==> src/rtl/rseq_pkg.sv <==
package rseq_pkg;
    localparam int NUM_SLOTS = 10;
    localparam int NUM_GAPS  = NUM_SLOTS - 1;
    localparam int SLOT_W    = 4;
    localparam int SHORT_MS  = 2;
    localparam int LONG_MS   = 5;

    typedef logic [SLOT_W-1:0]   slot_t;
    typedef logic [NUM_GAPS-1:0] gap_sel_t;

    typedef enum logic [1:0] {
        ST_IDLE = 2'd0,
        ST_RUN  = 2'd1,
        ST_DONE = 2'd2
    } seq_state_e;

    function automatic logic slot_valid(slot_t s);
        return (s >= slot_t'(1)) && (s <= slot_t'(NUM_SLOTS));
    endfunction

    function automatic slot_t default_slot(int idx);
        return slot_t'((idx % NUM_SLOTS) + 1);
    endfunction
endpackage

==> src/rtl/rseq_regs.sv <==
module rseq_regs
    import rseq_pkg::*;
#(
    parameter int NUM_RAILS = 8,
    parameter int ADDR_W    = 4,
    parameter int DATA_W    = 16
) (
    input  logic                         clk,
    input  logic                         rst,
    input  logic                         wr_en,
    input  logic [ADDR_W-1:0]            wr_addr,
    input  logic [DATA_W-1:0]            wr_data,
    input  logic                         lock,
    output logic [NUM_RAILS-1:0][SLOT_W-1:0] rail_slot,
    output gap_sel_t                     gap_sel
);
    logic accept;
    assign accept = wr_en && !lock;

    always_ff @(posedge clk) begin
        if (rst) begin
            gap_sel <= '0;
        end else if (accept && (wr_addr == '0)) begin
            gap_sel <= wr_data[NUM_GAPS-1:0];
        end
    end

    for (genvar gi = 0; gi < NUM_RAILS; gi++) begin : g_slot
        always_ff @(posedge clk) begin
            if (rst) begin
                rail_slot[gi] <= default_slot(gi);
            end else if (accept && (wr_addr == ADDR_W'(gi + 1))) begin
                rail_slot[gi] <= wr_data[SLOT_W-1:0];
            end
        end
    end

    // configuration frozen while locked
    assert_cfg_frozen_R9: assert property (@(posedge clk) disable iff (rst)
        lock |=> ($stable(rail_slot) && $stable(gap_sel)));
endmodule

==> src/rtl/rseq_timer.sv <==
module rseq_timer
    import rseq_pkg::*;
#(
    parameter int CLK_PER_MS = 250000
) (
    input  logic clk,
    input  logic rst,
    input  logic clear,
    input  logic long_sel,
    output logic expire
);
    localparam int PRE_W = (CLK_PER_MS > 1) ? $clog2(CLK_PER_MS) : 1;
    localparam int MS_W  = 3;

    logic [PRE_W-1:0] pre_q;
    logic [MS_W-1:0]  ms_q;
    logic             pre_wrap;
    logic [MS_W-1:0]  ms_last;

    assign pre_wrap = (pre_q == PRE_W'(CLK_PER_MS - 1));
    assign ms_last  = long_sel ? MS_W'(LONG_MS - 1) : MS_W'(SHORT_MS - 1);
    assign expire   = pre_wrap && (ms_q == ms_last);

    always_ff @(posedge clk) begin
        if (rst || clear || expire) begin
            pre_q <= '0;
            ms_q  <= '0;
        end else if (pre_wrap) begin
            pre_q <= '0;
            ms_q  <= ms_q + MS_W'(1);
        end else begin
            pre_q <= pre_q + PRE_W'(1);
        end
    end

    // prescaler and millisecond count stay in range
    assert_pre_range_R3: assert property (@(posedge clk) disable iff (rst)
        (pre_q <= PRE_W'(CLK_PER_MS - 1)) && (ms_q <= MS_W'(LONG_MS - 1)));
endmodule

==> src/rtl/rseq_ctrl.sv <==
module rseq_ctrl
    import rseq_pkg::*;
#(
    parameter int NUM_RAILS = 8
) (
    input  logic                             clk,
    input  logic                             rst,
    input  logic                             pwr_en,
    input  logic                             expire,
    input  logic [NUM_RAILS-1:0][SLOT_W-1:0] rail_slot,
    input  gap_sel_t                         gap_sel,
    output logic [NUM_RAILS-1:0]             rail_en,
    output logic                             busy,
    output logic                             done,
    output logic                             timer_clear,
    output logic                             long_sel,
    output logic                             lock
);
    seq_state_e           state_q;
    slot_t                slot_q;
    logic                 pwr_q;
    logic                 start;
    logic                 fire;
    slot_t                next_slot;
    logic [NUM_RAILS-1:0] hit;

    assign start     = pwr_en && !pwr_q && (state_q == ST_IDLE);
    assign fire      = (state_q == ST_RUN) && expire;
    assign next_slot = start ? slot_t'(1) : (slot_q + slot_t'(1));

    for (genvar gi = 0; gi < NUM_RAILS; gi++) begin : g_hit
        assign hit[gi] = (rail_slot[gi] == next_slot);
    end

    always_comb begin
        long_sel = 1'b0;
        for (int k = 1; k <= NUM_GAPS; k++) begin
            if (slot_q == slot_t'(k)) long_sel = gap_sel[k-1];
        end
    end

    assign timer_clear = (state_q != ST_RUN) || expire;
    assign lock        = (state_q == ST_RUN) || start;
    assign busy        = (state_q == ST_RUN);
    assign done        = (state_q == ST_DONE);

    always_ff @(posedge clk) begin
        if (rst) begin
            state_q <= ST_IDLE;
            slot_q  <= '0;
            rail_en <= '0;
            pwr_q   <= 1'b0;
        end else begin
            pwr_q <= pwr_en;
            if (!pwr_en) begin
                state_q <= ST_IDLE;
                slot_q  <= '0;
                rail_en <= '0;
            end else if (start) begin
                state_q <= ST_RUN;
                slot_q  <= slot_t'(1);
                rail_en <= hit;
            end else if (fire) begin
                slot_q  <= next_slot;
                rail_en <= rail_en | hit;
                if (next_slot == slot_t'(NUM_SLOTS)) state_q <= ST_DONE;
            end
        end
    end

    // a running sequence always points at a slot with a following gap
    assert_slot_range_R3: assert property (@(posedge clk) disable iff (rst)
        (state_q == ST_RUN) |-> (slot_valid(slot_q) && (slot_q != slot_t'(NUM_SLOTS))));
    // enables never fall while the request holds
    assert_en_hold_R6: assert property (@(posedge clk) disable iff (rst)
        pwr_en |=> ((rail_en & $past(rail_en)) == $past(rail_en)));
    // done only rises out of a running sequence
    assert_done_after_busy_R8: assert property (@(posedge clk) disable iff (rst)
        $rose(done) |-> $past(busy));
    // a rail with an invalid slot field is never enabled by a firing
    assert_invalid_slot_R5: assert property (@(posedge clk) disable iff (rst)
        ((start || fire) && pwr_en) |=> ((rail_en & ~$past(rail_en) & ~$past(hit)) == '0));
endmodule

==> src/rtl/rail_sequencer.sv <==
module rail_sequencer
    import rseq_pkg::*;
#(
    parameter int NUM_RAILS  = 8,
    parameter int ADDR_W     = 4,
    parameter int DATA_W     = 16,
    parameter int CLK_PER_MS = 250000
) (
    input  logic                 clk,
    input  logic                 rst,
    input  logic                 pwr_en,
    input  logic                 cfg_wr,
    input  logic [ADDR_W-1:0]    cfg_addr,
    input  logic [DATA_W-1:0]    cfg_wdata,
    output logic [NUM_RAILS-1:0] rail_en,
    output logic                 seq_busy,
    output logic                 seq_done
);
    logic [NUM_RAILS-1:0][SLOT_W-1:0] rail_slot;
    gap_sel_t                         gap_sel;
    logic                             lock;
    logic                             expire;
    logic                             timer_clear;
    logic                             long_sel;

    rseq_regs #(
        .NUM_RAILS (NUM_RAILS),
        .ADDR_W    (ADDR_W),
        .DATA_W    (DATA_W)
    ) u_regs (
        .clk       (clk),
        .rst       (rst),
        .wr_en     (cfg_wr),
        .wr_addr   (cfg_addr),
        .wr_data   (cfg_wdata),
        .lock      (lock),
        .rail_slot (rail_slot),
        .gap_sel   (gap_sel)
    );

    rseq_timer #(
        .CLK_PER_MS (CLK_PER_MS)
    ) u_timer (
        .clk      (clk),
        .rst      (rst),
        .clear    (timer_clear),
        .long_sel (long_sel),
        .expire   (expire)
    );

    rseq_ctrl #(
        .NUM_RAILS (NUM_RAILS)
    ) u_ctrl (
        .clk         (clk),
        .rst         (rst),
        .pwr_en      (pwr_en),
        .expire      (expire),
        .rail_slot   (rail_slot),
        .gap_sel     (gap_sel),
        .rail_en     (rail_en),
        .busy        (seq_busy),
        .done        (seq_done),
        .timer_clear (timer_clear),
        .long_sel    (long_sel),
        .lock        (lock)
    );

    // a low request clears every output at the next edge
    assert_drop_clears_R7: assert property (@(posedge clk) disable iff (rst)
        !pwr_en |=> ((rail_en == '0) && !seq_busy && !seq_done));
    // busy and done are exclusive
    assert_busy_done_excl_R8: assert property (@(posedge clk) disable iff (rst)
        !(seq_busy && seq_done));
endmodule

==> config.mk <==
export PLATFORM = sky130hd
export DESIGN_NAME = rail_sequencer
export DESIGN_NICKNAME = d
export VERILOG_FILES = /design/src/rtl/rseq_pkg.sv /design/src/rtl/rseq_regs.sv /design/src/rtl/rseq_timer.sv /design/src/rtl/rseq_ctrl.sv /design/src/rtl/rail_sequencer.sv
export SDC_FILE = /design/constraint.sdc
export NUM_CORES = 1
export LEC_CHECK = 0
export CAP_MARGIN = 20
export CORE_UTILIZATION = 55
export CTS_CLUSTER_DIAMETER = 30
export DETAILED_ROUTE_END_ITERATION = 16
export DONT_BUFFER_PORTS = 1
export GPL_TIMING_DRIVEN = 0
export PLACE_DENSITY_LB_ADDON = 0.1
export SYNTH_ARGS = -nofsm -noshare
export SYNTH_HDL_FRONTEND = slang
export SYNTH_SLANG_ARGS = --single-unit
==> constraint.sdc <==
create_clock -name clk -period 6.85 [get_ports clk]
set_clock_uncertainty 0.1 [all_clocks]
set_input_delay 0.3425 -clock clk [delete_from_list [all_inputs] [get_ports clk]]
set_output_delay 0.3425 -clock clk [all_outputs]
set_load 0.01 [all_outputs]
Word-level counts from Yosys, hierarchy flattened
Index checks and enable logic that the tools add are counted.
{ "word_totals": {"regBits": 77, "input_bits": 24, "output_inout_bits": 10, "word_cells": 100} }
{ "classes": {"n_addsub": 3, "n_eq_ne": 31, "mux": 18, "bitwise": 2, "reduce_logical": 29} }
{ "ops": {"columns": ["operator", "n"], "rows": [
  ["$eq 4x3->1 const B", 8],
  ["$eq 4x4->1", 8],
  ["$add 18x1->18 const B", 1],
  ["$eq 18x18->1 const B", 1],
  ["$eq 4x2->1 const B", 4],
  ["$eq 4x4->1 const B", 4],
  ["$mux 8", 2],
  ["$logic_and 1x1->1", 14],
  ["$mux 1", 14],
  ["$eq 4x1->1 const B", 2],
  ["$or 8x8->8", 1],
  ["$add 4x1->4 const B", 1],
  ["$logic_not 4->1", 1],
  ["$logic_or 1x1->1", 4],
  ["$mux 4", 1],
  ["$reduce_and 2->1", 2],
  ["$reduce_bool 2->1", 2],
  ["$reduce_or 2->1", 2],
  ["$add 3x1->3 const B", 1],
  ["$eq 3x3->1", 1],
  ["$mux 3", 1],
  ["$reduce_or 3->1", 1],
  ["$eq 2x1->1 const B", 1],
  ["$eq 2x2->1 const B", 1],
  ["other kinds (4)", 5]
]} }

Longest topological paths before layout
Gate-level depths: netlist of the first run.
{ "logic_depth": {"word_depth": 17, "mapped_depth": 8, "depth_no_buf": 8} }

Cells and area by module
A second synthesis of the first run with hierarchy kept.
{ "hier_totals": {"hier_cells": 440, "hier_area_um2": 3963.8} }
{ "by_module_without_submodules": {"columns": ["mod", "instances", "cells_per_inst", "area_per_inst_um2", "seq_area_each_um2"], "rows": [
  ["rseq_regs", 1, 162, 1680.4, 820.8],
  ["rseq_ctrl", 1, 163, 1272.5, 300.3],
  ["rseq_timer", 1, 115, 1011.0, 420.4]
]} }

Least setup slack after synthesis of the first run
No wires, ideal clock.
{ "synth_timing": {"path_type": "register to register", "from": "register u_ctrl.slot_q[1]", "to": "register u_ctrl.slot_q[2]", "setup_ns": 0.115, "t_arrival_ns": 2.100, "required_ns": 6.635, "path_slack_ns": 4.535, "stages_incl_launch_ff": 9, "path_buffers": 0, "period_less_slack_ns": 2.315, "cell_sequence": "dfxtp_1 -> inv_1 -> ha_1 -> and3b_2 -> nor4b_1 -> o211ai_1 -> a311oi_1 -> xor2_1 -> and2_1"} }
{ "synth_between": {"elab_chain_cells": 14, "elab_cells_between_ends": 24} }
{ "synth_lines": {"columns": ["element", "line", "rtl"], "rows": [
  ["start: declaration", "rseq_ctrl.sv:20", "slot_t slot_q;"],
  ["start signal: assignment", "rseq_ctrl.sv:61", "slot_q <= slot_t'(1);"],
  ["start signal: assignment", "rseq_ctrl.sv:64", "slot_q <= next_slot;"],
  ["$eq 4x1->1", "rseq_ctrl.sv:38", "if (slot_q == slot_t'(k)) long_sel = gap_sel[k-1];"],
  ["$mux 1 (9 in series)", "rseq_ctrl.sv:38", null],
  ["$mux 3", "rseq_timer.sv:21", "assign ms_last = long_sel ? MS_W'(LONG_MS - 1) : MS_W'(SHORT_MS - 1);"],
  ["$eq 3x3->1", "rseq_timer.sv:22", "assign expire = pre_wrap && (ms_q == ms_last);"],
  ["$logic_and 1x1->1", "rseq_timer.sv:22", null],
  ["$logic_and 1x1->1", "rseq_ctrl.sv:28", "assign fire = (state_q == ST_RUN) && expire;"]
]} }
Parallel ways exist; a longest one is shown, timed or not.
A chain may end at the register's enable or synchronous reset.

Worst setup path after layout of the first run
{ "layout_timing": {"from": "register u_ctrl.slot_q[1]", "to": "register u_ctrl.rail_en[2]"} }
{ "layout_between": {"elab_chain_cells": 15, "elab_cells_between_ends": 29} }
{ "layout_lines": {"columns": ["element", "line", "rtl"], "rows": [
  ["$eq 4x1->1", "rseq_ctrl.sv:38", null],
  ["$mux 1 (9 in series)", "rseq_ctrl.sv:38", null],
  ["$mux 3", "rseq_timer.sv:21", null],
  ["$eq 3x3->1", "rseq_timer.sv:22", null],
  ["$logic_and 1x1->1", "rseq_timer.sv:22", null],
  ["$logic_and 1x1->1", "rseq_ctrl.sv:28", null],
  ["$reduce_bool 2->1 (no source line)", null, null],
  ["end signal: assignment", "rseq_ctrl.sv:62", "rail_en <= hit;"],
  ["end signal: assignment", "rseq_ctrl.sv:65", "rail_en <= rail_en | hit;"],
  ["end: declaration", "rseq_ctrl.sv:12", "output logic [NUM_RAILS-1:0] rail_en,"]
]} }
Parallel ways exist; a longest one is shown, timed or not. The select of a mux whose other input is x is not followed.

==> impl_results.md, run 1 <==
* Status: finished clean
* Iter 0 DRT Violations at ~160
* Top cell type's share of synthesized area at 40.14%
* Synth Flop Type: dfxtp_1
* CTS resizes at 0
* CP max stage cell: nor4b_1
* Layout cells sized above 1 at 6.935%
* Critical Path Source Type: flop
* # port buffers at 0
* CP Cell Sequence: inv_1 -> ha_1 -> and3b_2 -> nor4b_1 -> or4_4 -> a31oi_4 -> o21ai_2 -> o21ai_0
* Die span in y at 85.56 um
* CTS max path bufs at 2
* Synth Area in Compound Gates at 13.26%
* Met3 usage at under 10%
* Largest net degree at the start of global routing at 15
* Sequential fraction of the synthesis area at between 40% and 50%
* Xor/xnor share of the synthesized area at roughly 10%
* Most area-hungry cell type in the Yosys netlist: dfxtp_1
* Crit path max fanout at 8
* Crit path time final at between 2 and 3 ns
* Fin crit share at approximately two fifths
* Setup TNS at 0 ns
* Hold Vio Cnt, Final at 0
* Initial antenna violation count at 0
* Crit end category: flop
* Fmax at ~0.36 GHz
* CP Data Required Time at 6.97 ns
* Crit Path Class: reg -> reg
* Mapped Nets at 461
* DPL Wire Length at around 6 mm
* Gr usage total at approximately a quarter
* Largest family of logic cells by synthesized area: simple AND/OR/NAND/NOR gates
* Initial Util at 56.83%
* RSZ-0062 raised after global routing: false
* Post-synthesis simple-gate area fraction at between 20% and 30%
* Footprint of the multi-input gates at 2175 um^2
* # setup viols final at 0
* Post-synthesis adder-cell area fraction at under 10%
* MaxCap Viol Count at 0
* Final Power at roughly 930 uW
* Core box area at around 6800 um^2
* PwrDens at ~220 nW/um^2
* Layout Area Growth over Synthesis at 9.221%
* Routed wire length at 8.701 mm
* Least-Margin Pin Slew at around 0.84 ns
* DR pass1 iterations at 4
* Die width at between 80 and 90 um
* Post-Layout Cell Count at 527
* Final core occ at 62.07%
* Routing usage on met1 at 34.22%
* Post-CTS Setup Bufs at 0
* Clock slew at reported path FFs at approximately 0.08 ns
* # fillers at between 500 and 600
* First-pass GRT wire length at 14.28 mm
* FF+latch count, synth at 77
* Dominant cells by area after synthesis: dfxtp_1 40%, mux2i_1 7.6%, nor2_1 5.7%
* Synth warnings at 0
* Inst Count DP at between 500 and 600
* Via density at about 5.8
* Final GP Congestion at ~0.8
* WP data arrival at between 2 and 3 ns
* Io pins at 34
* CTS H-tree depth at 3
* Worst path top cell family by delay: simple AND/OR/NAND/NOR gates
* Synth unique cells at between 40 and 50
* Met2 usage at between 30 and 40%
* Antenna-violating nets left at 0
* Cts hold-fix bufs at 0
* Mapped Cells at ~430
* Hold Crit Class: in -> reg
* Die area at 7320 um^2
* Total congestion overflow at 0
* Leakage at about 1.4 nW
* Critical Path Max Stage Delay at roughly 0.49 ns
* Syn_area_per_cell at 8.909 um^2
* Worst IR Drop VDD at about 0.16 mV
* Routed via count at just over 3,000
* Slew margin rel. at between 40% and 50%
* # diodes at 0
* # nets final at 472
* Multiplexer share of the synthesized area at about 7.6%
* Crit path buf inv count at 1
* Clk sinks at 77
* Post-synth ARST share at 0%
* Vias in the first global route at a little under 3,000
* DR WL/cell at roughly 17 um
* Clk_lat worst skew at ~0.36 ns
* Cell area after synthesis at around 3800 um^2
* CTS root buffer: clkbuf_8
* Cts bufs inserted at 9
* Storage element area at 1541 um^2
* DRC viols at 0
* CTS tree: built
* Fin Hold WS at around 0.047 ns
* Site Rows at 30
* Max-slew violation count at 0
* Busiest grt layer: met2
* EDFF count, synth at 0
-- placed cells by master (no fill, tap or decap), types with 6 or more instances in the layout --
cell type,instances
clkbuf_8,10
nor2b_1,26
inv_1,10
o32ai_1,8
ha_1,6
o21ai_0,15
a21oi_1,14
xor2_1,19
a32oi_1,8
nand3_1,18
clkbuf_1,15
nor2_1,58
xnor2_1,24
dfxtp_1,77
a211o_1,13
nand2_1,26
mux2i_1,29
-- sequential cells by signal, summed over array words and instances, names as in the netlist --
register          cells
u_ctrl.rail_en        8
u_ctrl.slot_q         4
u_regs.rail_slot     32
u_ctrl.pwr_q          1
u_timer.ms_q          3
u_timer.pre_q        18
u_regs.gap_sel        9
u_ctrl.state_q        2
-- synthesized netlist by cell type, types with 2 or more instances --
library cell and count:
xnor2_1 24, nand2_1 26, nor4bb_1 3, nor2b_1 26, o21ai_0 15, or3_1 5, o21ai_2 2, mux2i_1 29
clkbuf_1 15, nand4_1 3, a21oi_1 14, and2_1 5, and3_1 5, ha_1 6, nand3_1 18, nor3_1 4
buf_2 3, nor2_1 58, o21bai_1 2, inv_1 10, xor2_1 19, a311oi_1 2, dfxtp_1 77, and3b_2 2
nor3b_1 4, a32oi_1 8, nand2b_1 5, a211o_1 13, o32ai_1 8
-- path summary, 6_finish.rpt --
kind	start	endpoint	slack (ns)	depth (start not counted)
max reg2reg	u_ctrl.slot_q[1]	u_ctrl.rail_en[2]	4.11	8
min reg2reg	u_timer.pre_q[0]	u_timer.pre_q[0]	0.35	1
max	u_ctrl.slot_q[1]	u_ctrl.rail_en[2]	4.11	8
min	cfg_wdata[5]	u_regs.gap_sel[5]	0.05	2
-- power breakdown --
group | total [mW] | switching, mW | internal, mW
combinational | 0.0422 | 0.0285 | 0.0137
sequential | 0.455 | 0.00361 | 0.451
clock | 0.437 | 0.181 | 0.255
-- final cells by class --
| class | instances | share of cell area, % |
|---|---|---|
| plain buffers | 20 | 2.058 |
| clock inverters | 6 | 2.774 |
| well taps | 80 | 2.387 |
| multi-input cells | 324 | 51.85 |
| inverters | 10 | 0.8950 |
| clock buffers | 10 | 3.282 |
| flip-flops and latches | 77 | 36.75 |
-- routing by layer --
| metal | up-vias | part of all wire, % |
|---|---|---|
| li1 | 1531 | - |
| met1 | 1442 | 48 |
| met2 | 62 | 45 |
| met3 | 14 | 5.1 |
| met4 | 0 | 2.0 |
| met5 | - | 0 |
-- worst register-to-register path, cell delays in order, from the launching register on --
cell and delay [ns]:
dfxtp_1 0.42, inv_1 0.11, ha_1 0.25, and3b_2 0.22, nor4b_1 0.49, or4_4 0.26
a31oi_4 0.13, o21ai_2 0.46, o21ai_0 0.18
-- per-stage QoR --
stage                     setup slack [ns]  area (um^2)
final                                4.107         4194
after CTS                            4.129         4194
after detailed placement             4.177         3940
after global placement               4.194         3940
after floorplan                      4.535         3840
after global routing                 3.854         4194
-- logic make-up after synthesis --
group,after synthesis
DFF,77
adders and majority gates,6
muxes,29
xor gates and xnor gates,44
and+or+nand+nor,175
buffers and inverters,30
AOI/OAI and AO/OA,70
Note: power is estimated with default switching activity, not from simulation.
==> inputs of run 2 (changes only) <==
ABC_AREA = 1   (was unset)
clock period = 2.48 ns   (was 6.85 ns; I/O delays follow)
==> run 2 against run 1 <==
Compared with the run above:
- the flow now finishes with violations (DRC)
- die area is 3.9% lower
- clock power grew to 2.7 times the previous value
- final area is 1.5% lower
- maximum frequency is 21% higher
- first-iteration DRC count is 20% lower
- hold slack worse by 0.018 ns
- register-to-register slack worse by 3.9 ns
- setup slack worse by 3.9 ns
- sequential share of layout area is 0.56 points higher
- largest cell class unchanged
==> impl_results.md, run 2 <==
* Status: finished, violations left
* Violated checks: DRC
* Worst R2R Setup Slack at 0.21 ns (-3.90 ns)
* DR pass1 iterations at 13 (+9)
* RR Endpoint: u_ctrl.rail_en[7]
* Critical Path Source Type: flop
* MaxCap Viol Count at 0 (unchanged)
* Layout Area Growth over Synthesis at 12.08%
* CTS root buffer: clkbuf_8
* Total congestion overflow at 0 (unchanged)
* Final GP Congestion at 0.8278 (+3.1%)
* Fin crit share at 91.47% (+51 points)
* Via density at 5.152 (-11%)
* RSZ-0062 raised after global routing: false
* Synth warnings at 0 (unchanged)
* # diodes at 0 (unchanged)
* Worst path top cell family by delay: simple AND/OR/NAND/NOR gates
* PwrDens at 621.2 nW/um^2 (+180%)
* Hold Vio Cnt, Final at 0 (unchanged)
* Leakage at 1.597 nW (+15%)
* Cell area after synthesis at 3686 um^2 (-4.0%)
* Crit path time final at 2.269 ns (-0.4743 ns)
* DR WL/cell at 13.18 um (-20%)
* Initial antenna violation count at 0 (unchanged)
* Synth Flop Type: dfxtp_1
* Clk sinks at 77 (unchanged)
* DRC viols at 2 (+2)
* Crit path max fanout at 9 (+1)
* Die span in y at 83.87 um (-2.0%)
* Cts bufs inserted at 9 (unchanged)
* Routed via count at 3,055 (+0.20%)
* Fmax at 0.4408 GHz (+21%)
* Largest net degree at the start of global routing at 13 (-2)
* Clock slew at reported path FFs at 0.08 ns (about the same)
* Antenna-violating nets left at 0 (unchanged)
* Core box area at 6422 um^2 (-4.9%)
* EDFF count, synth at 0 (unchanged)
* CP max stage cell: nor4_1
* R2R depth at 7 (-1)
* Syn_area_per_cell at 7.507 um^2 (-16%)
* Post-synth ARST share at 0% (unchanged)
* Die width at 83.87 um (-2.0%)
* CP Depth at 7 (-1)
* Most area-hungry cell type in the Yosys netlist: dfxtp_1
* Post-Layout Cell Count at 593 (+13%)
* Gr usage total at 24.27% (-1.3 points)
* Crit end category: flop
* First-pass GRT wire length at 13.47 mm (-5.7%)
* CP Data Required Time at 2.68 ns (-4.29 ns)
* WP data arrival at 2.47 ns (-0.39 ns)
* Largest family of logic cells by synthesized area: simple AND/OR/NAND/NOR gates
* Xor/xnor share of the synthesized area at 10.45% (+0.22 points)
* Slew margin rel. at 59.96% (+16 points)
* CTS H-tree depth at 3 (unchanged)
* Inst Count DP at 568 (+11%)
* Final Power at 2.567 mW (+170%)
* Most frequent cells in the layout: 91 x nand2_1, 77 x dfxtp_1, 60 x inv_1, 51 x nor2_1
* # fillers at 560 (-5.4%)
* Dominant cells by area after synthesis: dfxtp_1 42%, nand2_1 9.3%, xor2_1 7.6%
* CP Cell Sequence: inv_1 -> ha_1 -> nand2_2 -> xor2_1 -> nor4_1 -> nand3_1 -> nand2_1
* Crit path buf inv count at 1 (unchanged)
* Critical Path Max Stage Delay at 0.57 ns (+0.08 ns)
* Setup TNS at 0 ns (unchanged)
* Top cell type's share of synthesized area at 41.82% (+1.7 points)
* Multiplexer share of the synthesized area at 0% (-7.6 points)
* Mapped Cells at 491 (+14%)
* Most frequent cell after synthesis: nand2_1
* Synth Area in Compound Gates at 9.369% (-3.9 points)
* Crit Path Class: reg -> reg
* Synth unique cells at 34 (-31%)
* Hold Crit Class: in -> reg
* Clk_lat worst skew at 0.35 ns (about the same)
* Reg-to-reg startpoint: u_ctrl.slot_q[0]
* CP Capture Point: u_ctrl.rail_en[7]
* # port buffers at 0 (unchanged)
* CTS max path bufs at 2 (unchanged)
* FF+latch count, synth at 77 (unchanged)
* Layout cells sized above 1 at 9.496% (+2.6 points)
* Iter 0 DRT Violations at 132 (-20%)
* Largest register FFs at 32 (unchanged)
* Most common cell after layout, fill and taps aside: nand2_1
* Initial Util at 57.39% (+0.56 points)
* Site Rows at 29 (-3.3%)
* Largest register by flop count: u_regs.rail_slot
* Die area at 7033 um^2 (-3.9%)
* Sequential fraction of the synthesis area at 41.82% (+1.7 points)
* DPL Wire Length at 5.383 mm (-10%)
* Io pins at 34 (unchanged)
* Least-Margin Pin Slew at 0.5950 ns (-0.2403 ns)
* # setup viols final at 0 (unchanged)
* Mapped Nets at 521 (+13%)
* Max-slew violation count at 0 (unchanged)
* Vias in the first global route at 2,926 (+0.31%)
* CTS tree: built
* Registers with the most flip-flops: u_regs.rail_slot: 32 flops, u_timer.pre_q: 18 flops, u_regs.gap_sel: 9 flops
* # nets final at 542 (+15%)
* Post-synthesis adder-cell area fraction at 2.037% (+0.082 points)
* Post-CTS Setup Bufs at 0 (unchanged)
* Worst IR Drop VDD at 0.4352 mV (+170%)
* Routed wire length at 7.817 mm (-10%)
* Post-synth top cells: 91 x nand2_1, 77 x dfxtp_1, 60 x inv_1
* Critical Path Start: u_ctrl.slot_q[0]
* Post-synthesis simple-gate area fraction at 28.51% (+4.9 points)
## run 2: cell count changes in the layout (fill, tap and decap cells not counted), sizes merged, moves of 12 or more
cell / before / now
nand3: 18 / 34
nor2b: 26 / 0
xor2: 19 / 32
mux2i: 29 / 0
xnor2: 25 / 12
inv: 12 / 61
a21oi: 14 / 33
a211o: 13 / 0
o21ai: 17 / 29
nand2: 26 / 96
## run 2: timing repair
item,4_1_cts,5_1_grt
hold buffers,10,1
gates resized for setup,0,1
endpoints found under the hold margin,26,4
endpoints found under the setup margin,0,4
## run 2: metal layers
layer / vias up / global-route usage (%) / wire length, um / part of all wire, %
li1: 1605 / - / - / -
met1: 1378 / 30.32 / 3736 / 48
met2: 64 / 40.54 / 3534 / 45
met3: 8 / 6.726 / 446 / 5.7
met4: 0 / 7.680 / 99 / 1.3
met5: - / 0 / 0 / 0
## run 2: final cells by class
class | instances | area (um^2) | area share, %
multi-input cells | 340 | 1859 | 45.00
flip-flops and latches | 77 | 1541 | 37.31
inverters | 63 | 236.5 | 5.724
clock buffers | 11 | 151.4 | 3.664
repair buffers | 10 | 100.1 | 2.423
well taps | 77 | 96.34 | 2.332
clock inverters | 4 | 95.09 | 2.302
plain buffers | 11 | 51.30 | 1.242
## run 2: logic make-up after synthesis
group / after synthesis
AND/OR/NAND/NOR: 224
AO/OA/AOI/OAI: 66
adder cells (fa/ha/maj): 6
buffers and inverters: 74
XOR/XNOR: 44
flip-flops: 77
## run 2: worst min path at each step
stage	startpoint	to	cells past startpoint
after floorplan	pwr_en	u_ctrl.state_q[0]	2
after detailed placement	cfg_wdata[6]	u_regs.gap_sel[6]	2
final	cfg_addr[3]	u_regs.rail_slot[29]	2
after CTS	cfg_addr[3]	u_regs.rail_slot[29]	2
after global routing	cfg_addr[3]	u_regs.rail_slot[28]	2
after global placement	cfg_wdata[7]	u_regs.gap_sel[7]	2
## run 2: metrics by stage
step | hold slack [ns] | setup slack (ns) | utilization [%] | area, um^2
2_1_floorplan | 0.1999 | 0.6309 | - | 3686
3_3_place_gp | 0.2254 | 0.3579 | 58.89 | 3782
3_5_place_dp | 0.2290 | 0.3179 | 58.89 | 3782
4_1_cts | 0.009108 | 0.09248 | 64.29 | 4129
5_1_grt | 0.03763 | 0.09682 | 64.33 | 4131
6_report | 0.02862 | 0.2114 | 64.33 | 4131
## run 2: where the power goes
group          internal [mW]  switching (mW)
Clock                  0.716           0.454
Combinational         0.0453          0.0901
Sequential              1.25          0.0101
Total                   2.01           0.554
